[src/rtl/uba_pkg.sv]
package uba_pkg;
  typedef enum logic [2:0] {
    ST_IDLE,
    ST_RD0,
    ST_RD1,
    ST_WR0,
    ST_WR1,
    ST_RESP
  } uba_state_e;
endpackage

[src/rtl/uba_decode.sv]
module uba_decode #(
  parameter int BYTES  = 4,
  parameter int SIZE_W = 3,
  localparam int OFF_W = $clog2(BYTES)
) (
  input  logic [OFF_W-1:0]   off_i,
  input  logic [SIZE_W-1:0]  size_i,
  input  logic               trap_i,
  output logic               spans_o,
  output logic               fault_o,
  output logic [2*BYTES-1:0] mask_o
);
  localparam int SUM_W = SIZE_W + 1;

  logic [SIZE_W-1:0] sz_m1;
  logic              size_ok;
  logic              misal;
  logic [SUM_W-1:0]  end_pos;

  assign sz_m1   = size_i - SIZE_W'(1);
  assign size_ok = (size_i != '0) && (size_i <= SIZE_W'(BYTES)) && ((size_i & sz_m1) == '0);
  assign misal   = size_ok && ((off_i & sz_m1[OFF_W-1:0]) != '0);
  assign end_pos = SUM_W'(off_i) + SUM_W'(size_i);
  assign spans_o = size_ok && (end_pos > SUM_W'(BYTES));
  assign fault_o = !size_ok || (trap_i && misal);

  // lane i of the two-word window is touched when off <= i < off+size
  for (genvar i = 0; i < 2*BYTES; i++) begin : g_mask
    assign mask_o[i] = size_ok && (SUM_W'(i) >= SUM_W'(off_i)) && (SUM_W'(i) < end_pos);
  end
endmodule

[src/rtl/uba_lane_merge.sv]
module uba_lane_merge #(
  parameter int BYTES = 4,
  localparam int OFF_W = $clog2(BYTES),
  localparam int DW    = BYTES * 8
) (
  input  logic [OFF_W-1:0]   off_i,
  input  logic [2*BYTES-1:0] mask_i,
  input  logic [DW-1:0]      word_lo_i,
  input  logic [DW-1:0]      word_hi_i,
  input  logic [DW-1:0]      wdata_i,
  output logic [DW-1:0]      load_o,
  output logic [DW-1:0]      store_lo_o,
  output logic [DW-1:0]      store_hi_o
);
  logic [2*DW-1:0]    pair;
  logic [2*DW-1:0]    pair_dn;
  logic [2*DW-1:0]    new_up;
  logic [2*DW-1:0]    merged;
  logic [2*BYTES-1:0] mask_dn;
  logic [BYTES-1:0]   keep;

  assign pair    = {word_hi_i, word_lo_i};
  assign pair_dn = pair >> {off_i, 3'b000};
  assign new_up  = {{DW{1'b0}}, wdata_i} << {off_i, 3'b000};
  assign mask_dn = mask_i >> off_i;
  assign keep    = mask_dn[BYTES-1:0];

  for (genvar i = 0; i < BYTES; i++) begin : g_load
    assign load_o[8*i +: 8] = keep[i] ? pair_dn[8*i +: 8] : 8'h00;
  end

  for (genvar j = 0; j < 2*BYTES; j++) begin : g_store
    assign merged[8*j +: 8] = mask_i[j] ? new_up[8*j +: 8] : pair[8*j +: 8];
  end

  assign store_lo_o = merged[DW-1:0];
  assign store_hi_o = merged[2*DW-1:DW];
endmodule

[src/rtl/uba_ctrl.sv]
module uba_ctrl
  import uba_pkg::*;
(
  input  logic clk_i,
  input  logic rst_ni,
  input  logic req_valid_i,
  input  logic acc_fault_i,
  input  logic we_q_i,
  input  logic spans_q_i,
  input  logic bus_ack_i,
  output logic accept_o,
  output logic req_ready_o,
  output logic bus_req_o,
  output logic bus_we_o,
  output logic use_hi_o,
  output logic cap_lo_o,
  output logic cap_hi_o,
  output logic rsp_valid_o
);
  uba_state_e state_q, state_d;

  always_comb begin
    state_d = state_q;
    unique case (state_q)
      ST_IDLE: if (req_valid_i) state_d = acc_fault_i ? ST_RESP : ST_RD0;
      ST_RD0:  if (bus_ack_i) state_d = spans_q_i ? ST_RD1 : (we_q_i ? ST_WR0 : ST_RESP);
      ST_RD1:  if (bus_ack_i) state_d = we_q_i ? ST_WR0 : ST_RESP;
      ST_WR0:  if (bus_ack_i) state_d = spans_q_i ? ST_WR1 : ST_RESP;
      ST_WR1:  if (bus_ack_i) state_d = ST_RESP;
      ST_RESP: state_d = ST_IDLE;
      default: state_d = ST_IDLE;
    endcase
  end

  always_ff @(posedge clk_i or negedge rst_ni) begin
    if (!rst_ni) state_q <= ST_IDLE;
    else         state_q <= state_d;
  end

  assign req_ready_o = (state_q == ST_IDLE);
  assign accept_o    = req_ready_o && req_valid_i;
  assign bus_req_o   = (state_q == ST_RD0) || (state_q == ST_RD1) ||
                       (state_q == ST_WR0) || (state_q == ST_WR1);
  assign bus_we_o    = (state_q == ST_WR0) || (state_q == ST_WR1);
  assign use_hi_o    = (state_q == ST_RD1) || (state_q == ST_WR1);
  assign cap_lo_o    = (state_q == ST_RD0) && bus_ack_i;
  assign cap_hi_o    = (state_q == ST_RD1) && bus_ack_i;
  assign rsp_valid_o = (state_q == ST_RESP);
endmodule

[src/rtl/unaligned_bus_adapter.sv]
module unaligned_bus_adapter #(
  parameter int ADDR_W = 32,
  parameter int BYTES  = 4,
  parameter int SIZE_W = 3,
  localparam int OFF_W = $clog2(BYTES),
  localparam int DW    = BYTES * 8,
  localparam int WA_W  = ADDR_W - OFF_W
) (
  input  logic              clk_i,
  input  logic              rst_ni,
  input  logic              trap_mode_i,
  input  logic              req_valid_i,
  output logic              req_ready_o,
  input  logic              req_we_i,
  input  logic [ADDR_W-1:0] req_addr_i,
  input  logic [SIZE_W-1:0] req_size_i,
  input  logic [DW-1:0]     req_wdata_i,
  output logic              rsp_valid_o,
  output logic [DW-1:0]     rsp_rdata_o,
  output logic              rsp_fault_o,
  output logic              bus_req_o,
  output logic              bus_we_o,
  output logic [WA_W-1:0]   bus_addr_o,
  output logic [BYTES-1:0]  bus_be_o,
  output logic [DW-1:0]     bus_wdata_o,
  input  logic              bus_ack_i,
  input  logic [DW-1:0]     bus_rdata_i
);
  logic               dec_spans, dec_fault;
  logic [2*BYTES-1:0] dec_mask;
  logic               accept, use_hi, cap_lo, cap_hi;

  logic [WA_W-1:0]    wa_q;
  logic [OFF_W-1:0]   off_q;
  logic               we_q, spans_q, fault_q;
  logic [DW-1:0]      wdata_q, lo_q, hi_q;
  logic [2*BYTES-1:0] mask_q;
  logic [DW-1:0]      load_data, store_lo, store_hi;

  uba_decode #(.BYTES(BYTES), .SIZE_W(SIZE_W)) u_decode (
    .off_i   (req_addr_i[OFF_W-1:0]),
    .size_i  (req_size_i),
    .trap_i  (trap_mode_i),
    .spans_o (dec_spans),
    .fault_o (dec_fault),
    .mask_o  (dec_mask)
  );

  uba_ctrl u_ctrl (
    .clk_i       (clk_i),
    .rst_ni      (rst_ni),
    .req_valid_i (req_valid_i),
    .acc_fault_i (dec_fault),
    .we_q_i      (we_q),
    .spans_q_i   (spans_q),
    .bus_ack_i   (bus_ack_i),
    .accept_o    (accept),
    .req_ready_o (req_ready_o),
    .bus_req_o   (bus_req_o),
    .bus_we_o    (bus_we_o),
    .use_hi_o    (use_hi),
    .cap_lo_o    (cap_lo),
    .cap_hi_o    (cap_hi),
    .rsp_valid_o (rsp_valid_o)
  );

  always_ff @(posedge clk_i or negedge rst_ni) begin
    if (!rst_ni) begin
      wa_q    <= '0;
      off_q   <= '0;
      we_q    <= 1'b0;
      spans_q <= 1'b0;
      fault_q <= 1'b0;
      wdata_q <= '0;
      mask_q  <= '0;
    end else if (accept) begin
      wa_q    <= req_addr_i[ADDR_W-1:OFF_W];
      off_q   <= req_addr_i[OFF_W-1:0];
      we_q    <= req_we_i;
      spans_q <= dec_spans;
      fault_q <= dec_fault;
      wdata_q <= req_wdata_i;
      mask_q  <= dec_mask;
    end
  end

  always_ff @(posedge clk_i or negedge rst_ni) begin
    if (!rst_ni) begin
      lo_q <= '0;
      hi_q <= '0;
    end else begin
      if (cap_lo) lo_q <= bus_rdata_i;
      if (cap_hi) hi_q <= bus_rdata_i;
    end
  end

  uba_lane_merge #(.BYTES(BYTES)) u_merge (
    .off_i      (off_q),
    .mask_i     (mask_q),
    .word_lo_i  (lo_q),
    .word_hi_i  (hi_q),
    .wdata_i    (wdata_q),
    .load_o     (load_data),
    .store_lo_o (store_lo),
    .store_hi_o (store_hi)
  );

  // upper word wraps modulo the word address space
  assign bus_addr_o  = wa_q + WA_W'(use_hi);
  assign bus_be_o    = !bus_we_o ? {BYTES{1'b1}} :
                       (use_hi ? mask_q[2*BYTES-1:BYTES] : mask_q[BYTES-1:0]);
  assign bus_wdata_o = !bus_we_o ? '0 : (use_hi ? store_hi : store_lo);

  assign rsp_fault_o = rsp_valid_o && fault_q;
  assign rsp_rdata_o = (rsp_valid_o && !we_q && !fault_q) ? load_data : '0;
endmodule

[config.mk]
export PLATFORM = sky130hd
export DESIGN_NAME = unaligned_bus_adapter
export DESIGN_NICKNAME = d
export VERILOG_FILES = /design/src/rtl/uba_pkg.sv /design/src/rtl/uba_decode.sv /design/src/rtl/uba_lane_merge.sv /design/src/rtl/uba_ctrl.sv /design/src/rtl/unaligned_bus_adapter.sv
export SDC_FILE = /design/constraint.sdc
export NUM_CORES = 1
export LEC_CHECK = 0
export ABC_AREA = 1
export BUFFER_PORTS_ARGS = -buffer_cell sky130_fd_sc_hd__buf_4
export CORE_AREA = 2 2 196 198
export DETAILED_ROUTE_END_ITERATION = 7
export DIE_AREA = 0 0 198 200
export GPL_TIMING_DRIVEN = 0
export MAX_ROUTING_LAYER = met4
export PLACE_DENSITY = 0.46
export SKIP_LAST_GASP = 1
export SYNTH_ARGS = -nofsm -noshare
export SYNTH_HDL_FRONTEND = slang
export SYNTH_SLANG_ARGS = --single-unit
export TNS_END_PERCENT = 1
[constraint.sdc]
create_clock -name clk_i -period 3.2 [get_ports clk_i]
set_input_delay 0.16 -clock clk_i [delete_from_list [all_inputs] [get_ports clk_i]]
set_output_delay 0.16 -clock clk_i [all_outputs]
set_load 0.005 [all_outputs]
# After elaboration in Yosys (flattened, before gate mapping)
# Index checks and enable logic that the tools add are counted.
dict set report op_classes {
  shifts 3
  n_lt_le_gt_ge 13
  n_bitwise 2
  addsub 3
  n_eq_ne 10
  n_mux 27
  div 0
  n_reduce_logical 36
  n_mul 0
}
# cell n
set op_table {}
lappend op_table {{$mux 32} 3}
lappend op_table {{$mux 8} 12}
lappend op_table {{$shl 32x5->64} 1}
lappend op_table {{$shr 64x5->32} 1}
lappend op_table {{$add 30x1->30} 1}
lappend op_table {{$mux 3} 8}
lappend op_table {{$logic_and 1x1->1} 22}
lappend op_table {{$lt 3x4->1 const A} 4}
lappend op_table {{$pmux 3 s5} 1}
lappend op_table {{$ne 2x2->1 const B} 5}
lappend op_table {{$lt 1x4->1 const A} 2}
lappend op_table {{$lt 2x4->1 const A} 2}
lappend op_table {{$mux 4} 2}
lappend op_table {{$shr 8x2->4} 1}
lappend op_table {{$eq 3x2->1 const B} 2}
lappend op_table {{$eq 3x3->1 const B} 2}
lappend op_table {{$logic_not 3->1} 2}
lappend op_table {{$logic_or 1x1->1} 6}
lappend op_table {{$reduce_and 5->1} 1}
lappend op_table {{$add 2x3->4} 1}
lappend op_table {{$ge 1x2->1 const A} 2}
lappend op_table {{$gt 4x3->1 const B} 1}
lappend op_table {{$and 3x3->3} 1}
lappend op_table {{$eq 3x1->1 const B} 1}
lappend op_table {{other kinds (8)} 10}
dict set report totals {
  word_cells 104
  latch_bits 0
  romBits 0
  n_memories 0
  out_inout_bits 103
  ramBits 0
  input_bits 105
  ff_bits 142
}

# Depth between registers and ports, before layout
# Gate-level depths: netlist of the first run.
dict set report depth {
  word_depth 10
  mapped_depth 14
  mapped_depth_nobuf 13
}

# Cells and area by module
# From an unflattened synthesis of the first run, not the netlist that was laid out.
dict set report unflattened {
  cells_unflattened 1458
  area_unflattened_um2 10167.3
}
# mod seq_area_each_um2 area_per_inst_um2 instances cells_per_inst
set by_module_without_submodules {}
lappend by_module_without_submodules {unaligned_bus_adapter 3478.3 6795.3 1 701}
lappend by_module_without_submodules {uba_lane_merge 0.0 2761.4 1 648}
lappend by_module_without_submodules {uba_decode 0.0 319.1 1 59}
lappend by_module_without_submodules {uba_ctrl 75.1 291.5 1 50}

# Least setup slack after synthesis of the first run
# Ideal clock, no wire load.
dict set report synth_timing {
  path_type {reg2out}
  start {reg u_ctrl.state_q[0]}
  end {out bus_addr_o[20]}
  t_arrival_ns 2.066
  setup_slack_ns 0.974
  n_path_buf 1
  path_stages_with_launch 14
  required_ns 3.040
  cell_sequence {dfrtp_1 -> nor2_1 -> nand2_1 -> nand2_2 -> buf_2 -> ha_1 -> ha_1 -> nand3_1 -> inv_1 -> nand2_1 -> nor2_1 -> nand3_1 -> nand2_1 -> nand2_1}
}
dict set report synth_between {
  elab_chain_cells 3
  elab_cells_between_ends 4
  classes_between {add/sub: 1; eq/ne: 2; reduce/logical: 1}
}
# item line
set synth_rtl {}
lappend synth_rtl {{start, declared} uba_ctrl.sv:20} ;# uba_state_e state_q, state_d;
lappend synth_rtl {{start signal, assigned} uba_ctrl.sv:37} ;# else state_q <= state_d;
lappend synth_rtl {{$eq 3x2->1 / $eq 3x3->1 (equally long branches)} uba_ctrl.sv:45} ;# assign use_hi_o = (state_q == ST_RD1) || (state_q == ST_WR1);
lappend synth_rtl {{$logic_or 1x1->1 *} uba_ctrl.sv:45}
lappend synth_rtl {{$add 30x1->30 *} unaligned_bus_adapter.sv:109} ;# assign bus_addr_o = wa_q + WA_W'(use_hi);
lappend synth_rtl {{end, declared} unaligned_bus_adapter.sv:23} ;# output logic [WA_W-1:0] bus_addr_o,
# Mark *: on every way between the ends. The rest lies on a longest branch, timed or not.

# Final worst setup path of the first run
dict set report layout_timing {
  start {reg u_ctrl.state_q[1]}
  end {out bus_addr_o[26]}
}
# Same word-level chain as after synthesis.

==> impl_metrics.toml, run 1 <==
[synthesis]
ys_seq_area_frac = 0.3795
synthSimpleGateAreaFrac = 0.3336
syn_area_um2 = 9298
synth_seq_cells = 141
synth_top_family_by_area = "simple AND/OR/NAND/NOR gates"
synthTopCellsByArea = "dfrtp_1, nand2_1, o21ai_0"
synthAdderAreaFrac = 0.01292
synth.top_cell.area_share = 0.3795
synth-xor-area-share = 0.01601
syn_area_per_cell_um2 = 6.439
syn_nets = 1558
yosysUniqueCellTypes = 30
yosysTopAreaCell = "dfrtp_1"
synth_compound_area_frac = 0.1653
syn_inst = 1444
synthMuxAreaShare = 0
ys.warnings.count = 0

[placement]
port_buffers = 207
dp_hpwl_um = 34300
place_area_um2 = 11520
place.gp.congestion = 0.9744

[power_and_ir_drop]
p_int_mw = 6.208
ir_worst_vdd_mv = 0.4790
clock_power_share = 0.168
p_sw_frac = 0.4888
powerDensity_nw_per_um2 = 924.1
p_comb_frac = 0.551
p_seq_frac = 0.281
finalPower_mw = 12.14
switching_power_mw = 5.937
cellLeakagePower_nw = 6.473

[sta]
period_share = 0.9471
slew_headroom = 0.5138
fin_crit_ns = 3.031
slew_viol_final = 0
worst_slew_pin_slew_ns = 0.7293
rsz0062_at_grt = "true"
finClkSkew_ns = 0.01192
max_freq_ghz = 0.3300
setup_viol = 0
final-hold-violation-count = 0

[clock_tree]
clock_sinks = 141
cts_tree = "built"
clock_path_buffers = 2
cts_buffers = 17
clock_latency_ns = 0.45
cts-root-buf = "clkbuf_16"
cts.htree.levels = 4
clk_pin_slew_worst_paths_ns = 0.07

[floorplanning]
die_w_um = 198
coreArea_um2 = 37400
initial_core_util = 0.2486
pin_count = 208
die_area_um2 = 39600
row_count = 71
die_h_um = 200

[status]
status = "finished, final reports clean"

[hold_path]
hp-start = "req_addr_i[0]"
hold_path.class = "in -> reg"

[setup_path]
path_max_fanout = 10
startpoint = "u_ctrl.state_q[1]"
cpMaxStageDelayCell = "dfrtp_1"
regToRegStartpoint = "u_ctrl.state_q[0]"
max_stage_delay_ns = 0.42
worstPathCellList = "inv_2, nor2_1, nand2_1, nand2_2, buf_6, ha_1, ha_4, nand3_2, inv_1, nand2_2, nor2_2, nand2_1, nand2_1, nand2_1, buf_4"
startpoint_type = "flip-flop"
worstPathArrival_ns = 2.87
cp_num_buf_inv = 4
worst_setup_path_end_kind = "primary output"
crit_family = "simple AND/OR/NAND/NOR gates"
path_class = "reg -> out"
crit_top_cell = "nand2_1"
cp.required_ns = 3.04

[final_layout]
area_delta_synth_final_pct = 41.34
drive_gt1_frac = 0.1870
fin_area_um2 = 13140
fin_nets = 1883
fill_cells = 4153
utilization = 0.3514

[grt]
grt_max_degree = 81
grt_pass1_vias = 10510
grt-ovfl-total = 0
grt_usage = 0.2279
antenna_found_initial = 1
grt_pass1_wl_um = 64090

[route]
ant_nets = 0
routed_via_density = 4.687
drc = 0
routed_wl_um = 43410
dr.pass1.iters = 5
avgRoutedWirePerCell_um = 18.93
vias = 10750
drtIter0Drc = 933

[flow_run]
max_cap_violations = 0
cell usage in the layout (no fill, tap or decap), drive strengths merged, types with 2 or more instances in the layout:
cell type and count:
a21oi 80, buf 262, bufinv 3, clkbuf 48
clkinv 5, clkinvlp 2, dfrtp 141, dlygate4sd3 97
ha 8, inv 119, nand2 560, nand3 41
nand3b 10, nor2 146, o211ai 7, o21ai 194
o22ai 18, or2 19, xnor2 7, xor2 10
worst min-delay path, stage by stage:
cell,delay (ns)
buf_4,0.12
nor2_1,0.05
nand2_1,0.07
nand2_1,0.05
Yosys cell counts:
cell / n
a21oi_1: 80
and2_0: 1
buf_1: 1
buf_2: 38
buf_4: 10
buf_6: 4
clkbuf_1: 27
clkinv_1: 1
dfrtp_1: 141
fa_1: 1
ha_1: 8
inv_1: 113
inv_2: 5
nand2_1: 556
nand2_2: 4
nand3_1: 40
nand3_2: 1
nand3b_1: 10
nand4_1: 1
nor2_1: 142
nor2_2: 3
nor2_4: 1
nor3_2: 1
o211ai_1: 7
o21ai_0: 183
o21ai_1: 11
o22ai_1: 18
or2_2: 19
xnor2_1: 7
xor2_1: 10
per-stage QoR:
step	hold slack, ns	setup slack [ns]	TNS (ns)	cells
finish	0.03635	0.1694	0	2293
global placement	0.3631	0.2262	0	2162
detailed placement	0.1880	0.2130	0	2163
CTS	0.02270	-0.03911	-0.09881	2291
floorplan	-0.1356	0.9737	0	1444
global route	0.05172	-0.02240	-0.04170	2292
per-layer routing:
layer	global-route usage	up-vias	share of wire
met4	0.08605	0	0.034
met5	-	-	0
li1	-	5220	-
met2	0.3541	368	0.45
met1	0.3032	5089	0.45
met3	0.03058	70	0.059
layout make-up:
type	count	area, um^2	share of cell area
Antenna cell	1	2.502	0.0001904
Clock inverter	10	141.4	0.01076
Clock buffer	21	440.4	0.03351
Buffer	80	421.7	0.03209
Multi-Input combinational cell	1104	4957	0.3772
Inverter	119	446.7	0.03399
Sequential cell	141	3528	0.2685
Timing Repair Buffer	306	2564	0.1951
Tap cell	511	639.4	0.04865
power groups by stage:
| stage | sequential (mW) | clock, mW | combinational [mW] |
|---|---|---|---|
| 5_1_grt | 3.52 | 2.15 | 7.37 |
| 4_1_cts | 3.40 | 2.08 | 6.63 |
| 6_report | 3.41 | 2.04 | 6.69 |
| 2_1_floorplan | 3.10 | 0 | 3.85 |
| 3_5_place_dp | 3.42 | 0 | 6.51 |
| 3_3_place_gp | 3.41 | 0 | 6.49 |
flip-flops by register name, indices dropped and copies added, names as in the netlist:
| name | count |
|---|---|
| u_ctrl.state_q | 3 |
| we_q | 1 |
| wdata_q | 32 |
| lo_q | 32 |
| off_q | 2 |
| mask_q | 8 |
| hi_q | 32 |
| wa_q | 30 |
| fault_q | 1 |
repair_timing:
action	in CTS	in global routing
hold buffers	97	0
endpoints found under the setup margin	13	17
hold endpoints to repair	185	0
pin swaps	0	1
buffers inserted	0	1
cloned	0	0
resized for setup	6	10
worst paths after layout:
path | endpoint | slack [ns] | cells past startpoint
worst max-delay path | bus_addr_o[26] | 0.17 | 15
worst min-delay path | mask_q[0] | 0.04 | 4
min in group asynchronous | wa_q[13] | 0.26 | 2
worst min register to register | wa_q[0] | 0.50 | 2
worst max register to register | lo_q[22] | 1.40 | 6
max in group asynchronous | hi_q[16] | 2.09 | 3
cells by family (layout without fill, tap and decap cells):
kind of cell             after synthesis  in the layout
adder cells (fa/ha/maj)                9              9
flip-flops                           141            141
AO/OA/AOI/OAI                        299            299
XOR/XNOR                              17             17
buffers and inverters                199            536
AND/OR/NAND/NOR                      779            779
other                                  0              1
Note: power is estimated with default switching activity, not from simulation.
==> inputs of run 2 (changes only) <==
Settings changed: ABC_AREA 1 to default, CORE_AREA 2 2 196 198 to 2 2 192 194, DIE_AREA 0 0 198 200 to 0 0 194 196.
==> run 2 against run 1 <==
  * Clock skew down 0.0059 ns
  * Synthesized cell count down 34%
  * Critical path depth down 3
  * Clock power about the same
  * Combinational power about the same
  * Worst hold slack better by 0.031 ns
  * Sequential power up 11%
  * Area after synthesis down 4.1%
  * Total power up 3.5%
==> impl_metrics.toml, run 2 <==
[sta]
slew_headroom = 0.3680
period_share = 0.9814
setup_viol = 0
max_freq_ghz = 0.3184
slew_viol_final = 0
worst_slew_pin_slew_ns = 0.9429
rsz0062_at_grt = "true"
finClkSkew_ns = 0.006042
final-hold-violation-count = 0
fin_crit_ns = 3.141
holdWs_ns = 0.06733

[synthesis]
syn_nets = 1068
synthTopCellsByArea = "dfrtp_1, nand2_1, mux4_2"
synth_seq_cells = 141
async_flop_share = 1.000
yosysTopAreaCell = "dfrtp_1"
synth.top_cell.area_share = 0.3955
syn_inst = 954
ys_seq_area_frac = 0.3955
syn_area_per_cell_um2 = 9.351
synth.most_common_cell = "nand2_1"
yosys-top-cells-count = "nand2_1, dfrtp_1, mux2_2, o21ai_0"
synth_edf_count = 0
synthFlopType = "dfrtp_1"
syn_area_um2 = 8921
ys.warnings.count = 0
yosysUniqueCellTypes = 50

[grt]
grt_max_degree = 76
antenna_found_initial = 3
grt-ovfl-total = 0
grt_pass1_wl_um = 56380
grt_pass1_vias = 8692
grt_usage = 0.2038

[setup_path]
worstPathArrival_ns = 2.98
startpoint_type = "flip-flop"
max_stage_delay_ns = 0.45
cp.required_ns = 3.04
rrSetupSlack_ns = 1.04
reg2regPathDepth = 7
cp_num_buf_inv = 5
path_max_fanout = 8
worst_setup_path_end_kind = "primary output"
regToRegStartpoint = "u_ctrl.state_q[1]"
r2r_end = "wa_q[27]"
cpMaxStageDelayCell = "dfrtp_2"
worstPathCellList = "xnor2_4, or2_1, buf_2, inv_2, buf_12, ha_2, ha_2, nand4_1, buf_4, nor3_2, xor2_1, buf_4"
crit_family = "buffers and inverters"
path_class = "reg -> out"

[hold_path]
min_to = "fault_q"
hp-start = "trap_mode_i"
holdPathStages = 3
hold_path.class = "in -> reg"

[route]
drtIter0Drc = 704
ant_nets = 0
vias = 8580
drc = 0
routed_via_density = 4.847
routed_wl_um = 37640
dr.pass1.iters = 5
avgRoutedWirePerCell_um = 21.27

[placement]
dp.cells = 1630
port_buffers = 207
dp_hpwl_um = 28860
place.gp.congestion = 0.9126

[clock_tree]
clock_latency_ns = 0.45
cts_buffers = 17
clock_sinks = 141
clock_path_buffers = 2
cts.htree.levels = 4
clk_pin_slew_worst_paths_ns = 0.06
cts-root-buf = "clkbuf_16"
cts_tree = "built"

[final_layout]
drive_gt1_frac = 0.3012
fin_nets = 1399
layout.cells.non_filler = 1770
layout_commonest_cell = "nand2_1"
mostFrequentLayoutCells = "nand2_1, buf_4, dfrtp_1"
area_delta_synth_final_pct = 43.46
reg.largest.list = "hi_q: 32 flops, lo_q: 32 flops, wdata_q: 32 flops"

[floorplanning]
row_count = 70
initial_core_util = 0.2472
pin_count = 208
die_area_um2 = 38020
coreArea_um2 = 36080
die_w_um = 194
die_h_um = 196

[status]
status = "finished, final reports clean"

[power_and_ir_drop]
cellLeakagePower_nw = 5.885
ir_worst_vdd_mv = 0.5197
powerDensity_nw_per_um2 = 982.5

[flow_run]
max_cap_violations = 0
## run 2: cell count changes in the layout (fill, tap and decap cells not counted), moves of 19 or more
cell     delta
o21ai_0   -145
nand2_1   -308
nor2_1    -112
mux4_2     +36
or2_2      -19
mux2i_1    +24
and3_1     +36
inv_1      -93
a21oi_1    -53
nand3_1    -23
mux2_2     +56
## run 2: final cells by class
cell class                 count  area, um^2
buffer                        70       332.8
sequential                   141        3530
inverter                      21       78.83
multi-input combinational    721        5037
antenna                        4       10.01
fill                        3768       23290
timing repair buffer         313        2624
clock inverter                11       140.1
tap                          468       585.6
clock buffer                  21       460.4
## run 2: timing repair
item,4_1_cts,5_1_grt
setup buffers,5,0
pin swaps,4,0
resized for setup,13,1
endpoints found under the setup margin,27,3
hold buffers,100,0
endpoints found under the hold margin,197,0
## run 2: cells by family (layout without fill, tap and decap cells)
kind of cell / after synthesis / in the layout / synth area share
muxes: 117 / 117 / 0.1898
adders and majority gates: 9 / 9 / 0.01346
buffers and inverters: 92 / 436 / 0.04558
DFF: 141 / 141 / 0.3955
other: 0 / 4 / 0
AOI/OAI and AO/OA: 161 / 161 / 0.1151
and+or+nand+nor: 403 / 403 / 0.2093
xor gates and xnor gates: 31 / 31 / 0.03128
## run 2: worst register-to-register path, cell delays in order (launching register included)
cell,delay [ns]
dfrtp_1,0.43
buf_2,0.21
nor3_1,0.31
nand2_1,0.33
buf_2,0.30
buf_1,0.26
nand2_1,0.14
nand2_1,0.06
## run 2: metrics by stage
stage | cell area [um^2] | util | setup TNS (ns) | worst slack [ns] | total power, mW
final | 12800 | 0.3547 | 0 | 0.05947 | 12.57
after floorplan | 8921 | - | 0 | 0.7102 | 7.347
after detailed placement | 11090 | 0.3074 | -0.7325 | -0.1894 | 10.28
after global routing | 12800 | 0.3546 | -0.07018 | -0.03780 | 13.33
after CTS | 12780 | 0.3543 | 0 | 0.07366 | 12.60
after global placement | 11060 | 0.3065 | -1.232 | -0.2018 | 10.25
## run 2: where the power goes
group          internal [mW]  switching, mW  leakage [nW]  total [mW]
registers               2.65           1.15          1.74        3.79
logic                   3.08           3.63          3.85        6.71
clock network           1.26          0.811         0.297        2.07
total                   6.99           5.59          5.88        12.6
## run 2: worst max path at each step
stage          depth (start not counted)              end              start  slack [ns]
2_1_floorplan                         11   bus_addr_o[16]  u_ctrl.state_q[2]        0.71
3_3_place_gp                          12   bus_addr_o[19]  u_ctrl.state_q[2]       -0.20
3_5_place_dp                          12   bus_addr_o[19]  u_ctrl.state_q[2]       -0.19
4_1_cts                                7  bus_wdata_o[29]           off_q[1]        0.07
5_1_grt                               12   bus_addr_o[19]  u_ctrl.state_q[2]       -0.04
6_report                              12   bus_addr_o[16]  u_ctrl.state_q[2]        0.06
## run 2: metal layers
layer  wire length, um  vias to the layer above  GRT usage
met2             17360                      314     0.3137
met4               945                        0    0.06987
met5                 0                        -          -
met1             16760                     4170     0.2598
met3              2579                       43    0.05346
li1                  -                     4053          -
